--- config.mk ---
export PLATFORM = sky130hd
export DESIGN_NAME = conv_start_sync
export DESIGN_NICKNAME = d
export VERILOG_FILES = /design/src/rtl/conv_sync_pkg.sv /design/src/rtl/cclk_div.sv /design/src/rtl/pin_qual.sv /design/src/rtl/reg_req.sv /design/src/rtl/conv_seq.sv /design/src/rtl/conv_start_sync.sv
export SDC_FILE = /design/constraint.sdc
export NUM_CORES = 1
export LEC_CHECK = 0
export BUFFER_PORTS_ARGS = -buffer_cell sky130_fd_sc_hd__buf_2
export CORE_ASPECT_RATIO = 1.1
export CORE_UTILIZATION = 58
export CTS_CLUSTER_SIZE = 30
export DETAILED_ROUTE_END_ITERATION = 12
export PLACE_DENSITY = 0.83
export SLEW_MARGIN = 20
export SYNTH_ARGS = -nofsm -noshare
export SYNTH_HDL_FRONTEND = slang
export SYNTH_SLANG_ARGS = --single-unit
export TNS_END_PERCENT = 20
--- constraint.sdc ---
create_clock -name clk -period 3.2 [get_ports clk]
set_clock_uncertainty 0.05 [all_clocks]
set_input_delay 0.48 -clock clk [delete_from_list [all_inputs] [get_ports clk]]
set_output_delay 0.48 -clock clk [all_outputs]
set_load 0.02 [all_outputs]
--- src/rtl/conv_sync_pkg.sv ---
package conv_sync_pkg;
  localparam int DEF_SEL_W       = 2;
  localparam int DEF_RES_W       = 12;
  localparam int DEF_CONV_TICKS  = 12;
  localparam int DEF_START_TICKS = 2;
  localparam int DEF_LOW_TICKS   = 2;
  localparam int DEF_SYNC        = 2;

  typedef enum logic {
    SRC_REG = 1'b0,
    SRC_PIN = 1'b1
  } start_src_e;
endpackage

--- src/rtl/cclk_div.sv ---
module cclk_div #(
  parameter int SEL_W = 2
) (
  input  logic             clk,
  input  logic             rst_n,
  input  logic [SEL_W-1:0] div_sel,
  output logic             tick
);
  localparam int CW = (1 << SEL_W) - 1;

  logic [CW-1:0] cnt_q, cnt_d, lim;

  always_comb begin
    lim   = CW'((1 << div_sel) - 1);
    tick  = (cnt_q >= lim);
    cnt_d = tick ? '0 : cnt_q + 1'b1;
  end

  always_ff @(posedge clk or negedge rst_n) begin
    if (!rst_n) cnt_q <= '0;
    else        cnt_q <= cnt_d;
  end
endmodule

--- src/rtl/pin_qual.sv ---
module pin_qual #(
  parameter int SYNC        = 2,
  parameter int LOW_TICKS   = 2,
  parameter int START_TICKS = 2
) (
  input  logic clk,
  input  logic rst_n,
  input  logic pin_async,
  input  logic tick,
  output logic armed,
  output logic go
);
  localparam int LW = $clog2(LOW_TICKS + 1);
  localparam int HW = $clog2(START_TICKS + 1);

  logic [SYNC-1:0] sync_q;
  logic            prev_q;
  logic [LW-1:0]   low_q, low_d;
  logic            pend_q, pend_d;
  logic [HW-1:0]   hcnt_q, hcnt_d;
  logic            lvl, rise, low_ok;

  always_comb begin
    lvl    = sync_q[SYNC-1];
    rise   = lvl & ~prev_q;
    low_ok = (low_q == LW'(LOW_TICKS));
    go     = pend_q & lvl & tick & (hcnt_q == HW'(START_TICKS - 1));
    armed  = pend_q;

    low_d = low_q;
    if (lvl)                 low_d = '0;
    else if (tick && !low_ok) low_d = low_q + 1'b1;

    pend_d = pend_q;
    hcnt_d = hcnt_q;
    if (rise) begin
      pend_d = low_ok;
      hcnt_d = '0;
    end else if (pend_q) begin
      if (!lvl || go) pend_d = 1'b0;
      else if (tick)  hcnt_d = hcnt_q + 1'b1;
    end
  end

  always_ff @(posedge clk or negedge rst_n) begin
    if (!rst_n) begin
      sync_q <= '0;
      prev_q <= 1'b0;
      low_q  <= '0;
      pend_q <= 1'b0;
      hcnt_q <= '0;
    end else begin
      sync_q <= {sync_q[SYNC-2:0], pin_async};
      prev_q <= lvl;
      low_q  <= low_d;
      pend_q <= pend_d;
      hcnt_q <= hcnt_d;
    end
  end
endmodule

--- src/rtl/reg_req.sv ---
module reg_req #(
  parameter int START_TICKS = 2
) (
  input  logic clk,
  input  logic rst_n,
  input  logic req,
  input  logic accept_ok,
  input  logic tick,
  input  logic cancel,
  output logic go
);
  localparam int HW = $clog2(START_TICKS + 1);

  logic          pend_q, pend_d;
  logic [HW-1:0] cnt_q, cnt_d;

  always_comb begin
    go     = pend_q & tick & (cnt_q == HW'(START_TICKS - 1));
    pend_d = pend_q;
    cnt_d  = cnt_q;
    if (pend_q) begin
      if (go || cancel) pend_d = 1'b0;
      else if (tick)    cnt_d  = cnt_q + 1'b1;
    end else if (req && accept_ok) begin
      pend_d = 1'b1;
      cnt_d  = '0;
    end
  end

  always_ff @(posedge clk or negedge rst_n) begin
    if (!rst_n) begin
      pend_q <= 1'b0;
      cnt_q  <= '0;
    end else begin
      pend_q <= pend_d;
      cnt_q  <= cnt_d;
    end
  end
endmodule

--- src/rtl/conv_seq.sv ---
module conv_seq #(
  parameter int RES_W      = 12,
  parameter int CONV_TICKS = 12
) (
  input  logic             clk,
  input  logic             rst_n,
  input  logic             tick,
  input  logic             go,
  input  logic [RES_W-1:0] ain,
  output logic             active,
  output logic             done,
  output logic [RES_W-1:0] result
);
  localparam int CW = $clog2(CONV_TICKS);

  logic             act_q, act_d;
  logic [CW-1:0]    cnt_q, cnt_d;
  logic [RES_W-1:0] samp_q, res_q;

  always_comb begin
    done  = act_q & tick & (cnt_q == CW'(CONV_TICKS - 1)) & ~go;
    act_d = act_q;
    cnt_d = cnt_q;
    if (go) begin
      act_d = 1'b1;
      cnt_d = '0;
    end else if (done) begin
      act_d = 1'b0;
    end else if (act_q && tick) begin
      cnt_d = cnt_q + 1'b1;
    end
  end

  always_ff @(posedge clk or negedge rst_n) begin
    if (!rst_n) begin
      act_q  <= 1'b0;
      cnt_q  <= '0;
      samp_q <= '0;
      res_q  <= '0;
    end else begin
      act_q <= act_d;
      cnt_q <= cnt_d;
      if (go)   samp_q <= ain;
      if (done) res_q  <= samp_q;
    end
  end

  assign active = act_q;
  assign result = res_q;
endmodule

--- src/rtl/conv_start_sync.sv ---
module conv_start_sync
  import conv_sync_pkg::*;
#(
  parameter int SEL_W       = DEF_SEL_W,
  parameter int RES_W       = DEF_RES_W,
  parameter int CONV_TICKS  = DEF_CONV_TICKS,
  parameter int START_TICKS = DEF_START_TICKS,
  parameter int LOW_TICKS   = DEF_LOW_TICKS,
  parameter int SYNC        = DEF_SYNC
) (
  input  logic             clk,
  input  logic             rst_n,
  input  logic [SEL_W-1:0] div_sel,
  input  logic             conv_pin,
  input  logic             reg_start,
  input  logic [RES_W-1:0] ain,
  output logic             cconv_tick,
  output logic             conv_start,
  output logic             conv_abort,
  output logic             busy,
  output logic             conv_done,
  output logic [RES_W-1:0] result,
  output logic             start_from_pin
);
  logic [1:0]  rsync_q;
  logic        rst_core_n;
  logic        tick, pin_armed, pin_go, reg_go, active;
  start_src_e  src_q, src_d;

  // reset asserts at once, releases on a clock edge
  always_ff @(posedge clk or negedge rst_n) begin
    if (!rst_n) rsync_q <= 2'b00;
    else        rsync_q <= {rsync_q[0], 1'b1};
  end
  assign rst_core_n = rsync_q[1];

  cclk_div #(.SEL_W(SEL_W)) u_div (
    .clk(clk), .rst_n(rst_core_n), .div_sel(div_sel), .tick(tick)
  );

  pin_qual #(.SYNC(SYNC), .LOW_TICKS(LOW_TICKS), .START_TICKS(START_TICKS)) u_pin (
    .clk(clk), .rst_n(rst_core_n), .pin_async(conv_pin), .tick(tick),
    .armed(pin_armed), .go(pin_go)
  );

  reg_req #(.START_TICKS(START_TICKS)) u_reg (
    .clk(clk), .rst_n(rst_core_n), .req(reg_start),
    .accept_ok(~active & ~pin_armed), .tick(tick), .cancel(pin_go), .go(reg_go)
  );

  conv_seq #(.RES_W(RES_W), .CONV_TICKS(CONV_TICKS)) u_seq (
    .clk(clk), .rst_n(rst_core_n), .tick(tick), .go(pin_go | reg_go), .ain(ain),
    .active(active), .done(conv_done), .result(result)
  );

  always_comb begin
    src_d = src_q;
    if (pin_go)      src_d = SRC_PIN;
    else if (reg_go) src_d = SRC_REG;
  end

  always_ff @(posedge clk or negedge rst_core_n) begin
    if (!rst_core_n) src_q <= SRC_REG;
    else             src_q <= src_d;
  end

  assign cconv_tick     = tick;
  assign conv_start     = pin_go | reg_go;
  assign conv_abort     = pin_go & active;
  assign busy           = active;
  assign start_from_pin = (src_q == SRC_PIN);
endmodule

==> results.yml <==
timing:
  maxClockFrequency_ghz: 0.363
  setup_tns_ps: 0
  timing_max_transition_violations_final: 0
  layout_min_cycle_time_ps: 2760
  setup_viol: 0
  slew-limit-headroom: 0.386
  min_period_over_period: 0.861
  setup_repair_after_global_routing_missed_its_margin: "no"
  hold_slack_ps: 181
  final_ws_setup_ps: 444
  timing_hold_violations_final: 0
  timing_worst_slew_pin_value_ps: 920
cts:
  clock_insertion_delay_worst_skew_ps: 350
  clock_sinks: 46
  clockBufferDepth: 2
  clkSlewWorstSetupHoldPaths_ps: 120
  post_cts_resize_count: 0
  htreeDepth: 2
  cts.root.buffer_cell: "sky130_fd_sc_hd__clkbuf_4"
  tritoncts.num_buffers: 5
  tritoncts: "yes"
logic_synthesis:
  synth.yosys.seq_area_share: 0.583
  synth_edf_count: 0
  synthArstFlopShare: 1.00
  synth_top_area_share: 0.583
  synth.yosys.warnings: 0
  syn_area_mm2: 0.00197
  yosys-top-cells-count: "46 x sky130_fd_sc_hd__dfrtp_1, 24 x sky130_fd_sc_hd__mux2_2, 9 x sky130_fd_sc_hd__nand2_1, 8 x sky130_fd_sc_hd__ha_1, 7 x sky130_fd_sc_hd__inv_1"
  net_count_synth: 176
  post_synth_inst_count: 150
  synth.area.top_cells: "sky130_fd_sc_hd__dfrtp_1 58%, sky130_fd_sc_hd__mux2_2 14%, sky130_fd_sc_hd__ha_1 5.1%, sky130_fd_sc_hd__nand2_1 1.7%, sky130_fd_sc_hd__a21oi_1 1.5%"
  synthDistinctLibCells: 38
  synth.most_common_cell: "sky130_fd_sc_hd__dfrtp_1"
  synth_flop_cell: "sky130_fd_sc_hd__dfrtp_1"
  syn_avg_cell_area_um2: 13.2
  ys_seq_elements: 46
  synth_area_leader_cell: "sky130_fd_sc_hd__dfrtp_1"
detailed_routing:
  via_count: 1306
  detail_route.wl_per_cell_um: 15.7
  route.antenna.remaining_nets: 0
  route.detailed.vias_per_inst: 5.78
  postRouteWirelength_mm: 3.54
  first_iter_violations: 39
  drt-pass1-iter-count: 8
  remaining_drc_errors: 1
status:
  violations: "DRC"
  status: "finished, violations left"
worst_hold_path:
  hold_path_depth: 1
  tightest_hold_check_type: "in2reg"
job:
  cap_violations: 0
power_and_ir_drop:
  p_per_area_mw_per_mm2: 870
  leakagePower_nw: 1.17
  vdd.ir_drop.worst_mv: 0.530
cells_and_area:
  layoutNonFillerInstCount: 226
  design.final.nets: 217
  post-route-util: 0.727
  n_antenna_cell: 0
  share_of_cells_above_drive_strength_1: 0.406
  area.growth.synth_to_final_pct: 16.2
die:
  top_level_ports: 36
  core_region_area_mm2: 0.00315
  number_of_core_rows: 21
  initial_utilization: 0.626
  dieWidth_um: 57.6
  dieHeight_um: 63.2
  design.die.area_mm2: 0.00364
place:
  cells_after_dpl: 217
  numPortBuffers: 35
  gp_congestion: 0.769
  dpl.hpwl_mm: 2.60
  dp_slack_ps: 434
critical_path:
  worst-path-max-fanout: 12
  cp_endpoint_kind: "primary output"
  critical_path.cell_chain: "buf_2 > or2_2 > ha_1 > nor2b_1 > o21a_1 > buf_4 > nor2_1 > and3_1 > buf_2"
  ff2ff_path_depth: 7
  critical-path-slowest-cell: "sky130_fd_sc_hd__o21a_1"
  endpoint_required_time_on_the_critical_path_ps: 2670
  critical_path_class: "in2out"
  critical-path-max-stage-delay_ps: 320
  critPathMostFrequentCell: "sky130_fd_sc_hd__buf_2"
  setup.worst_path.start_class: "input pin"
  critical_path_arrival_ps: 2230
global_route:
  maximum_number_of_pins_on_one_net_before_global_route_repair: 45
  antenna_found_initial: 0
  globalRoute.totalOverflow: 0
  grt_use_total: 0.220
  first_global_vias: 1330
  grt_pass1_wl_mm: 5.95
cell type report:
cell class	instances	area, um2
inverters	8	30.0
repair buffers	39	208
clock inverters	3	68.8
well taps	34	42.5
multi-input cells	91	754
flip-flops and latches	46	1150
fillers	224	860
clock buffers	5	37.5
critical path: cells and delay by family:
family,cells,cell delay [ps]
and+or+nand+nor,4,660
AOI/OAI and AO/OA,1,320
buffers and inverters,3,490
adders and majority gates,1,270
per-layer routing:
layer / wire length (um) / GRT usage / part of all wire / vias to the layer above
met2: 1890 / 0.385 / 0.53 / 37
li1: - / - / - / 611
met1: 1440 / 0.259 / 0.41 / 649
met4: 65 / 0.0701 / 0.018 / 0
met3: 143 / 0.0595 / 0.040 / 9
met5: 0 / 0 / 0 / -
logic make-up (layout without fill, tap and decap cells):
| logic type | after synthesis | count (layout) | synth area share |
|---|---|---|---|
| flops | 46 | 46 | 0.583 |
| simple gates | 32 | 32 | 0.100 |
| mux | 26 | 26 | 0.147 |
| compound gates | 23 | 23 | 0.0780 |
| buf+inv | 13 | 55 | 0.0349 |
| fa+ha+maj | 8 | 8 | 0.0507 |
| other cells | 1 | 1 | 0.00190 |
| xor+xnor | 1 | 1 | 0.00444 |
sequential cells by signal, summed over array words and instances, names as in the netlist, 3 cells and up:
register,cells
u_seq.cnt_q,4
u_div.cnt_q,3
u_seq.result,12
u_seq.samp_q,12
repair_timing:
action | CTS | global route
setup buffers | 0 | 0
setup endpoints to repair | 0 | 0
endpoints found under the hold margin | 2 | 0
hold buffers | 1 | 0
where the power goes:
group          total, mW  internal, mW  switching, mW
sequential         0.908         0.777          0.131
combinational      0.662         0.314          0.348
clock              0.425         0.244          0.180
cells in the final DEF, fill, tap and decap left out, drive strengths merged, types with 3 or more instances in the layout:
| cell type | count |
|---|---|
| dfrtp | 46 |
| nor2 | 4 |
| o31ai | 3 |
| a21oi | 6 |
| nor2b | 3 |
| mux2 | 24 |
| clkbuf | 5 |
| buf | 38 |
| ha | 8 |
| inv | 8 |
| o21ai | 6 |
| nand2 | 10 |
metrics by stage:
stage	instance area (um2)	total power [mW]
CTS	2290	2.01
global placement	2180	1.52
finish	2290	1.99
floorplan	1970	1.40
global route	2290	2.12
detailed placement	2180	1.59
final timing paths:
check | start | to | slack [ps]
min in group asynchronous | rst_n | rsync_q[1]$_DFF_PN0_ | 360
worst min register to register | rsync_q[0]$_DFF_PN0_ | rsync_q[1]$_DFF_PN0_ | 310
worst max-delay path | div_sel[1] | conv_abort | 440
max in group asynchronous | rsync_q[1]$_DFF_PN0_ | u_reg.cnt_q[0]$_DFFE_PN0P_ | 2160
worst min-delay path | conv_pin | u_pin.sync_q[0]$_DFF_PN0_ | 180
worst max register to register | u_div.cnt_q[2]$_DFF_PN0_ | u_seq.samp_q[9]$_DFFE_PN0P_ | 910
(Power assumes the default switching activity.)
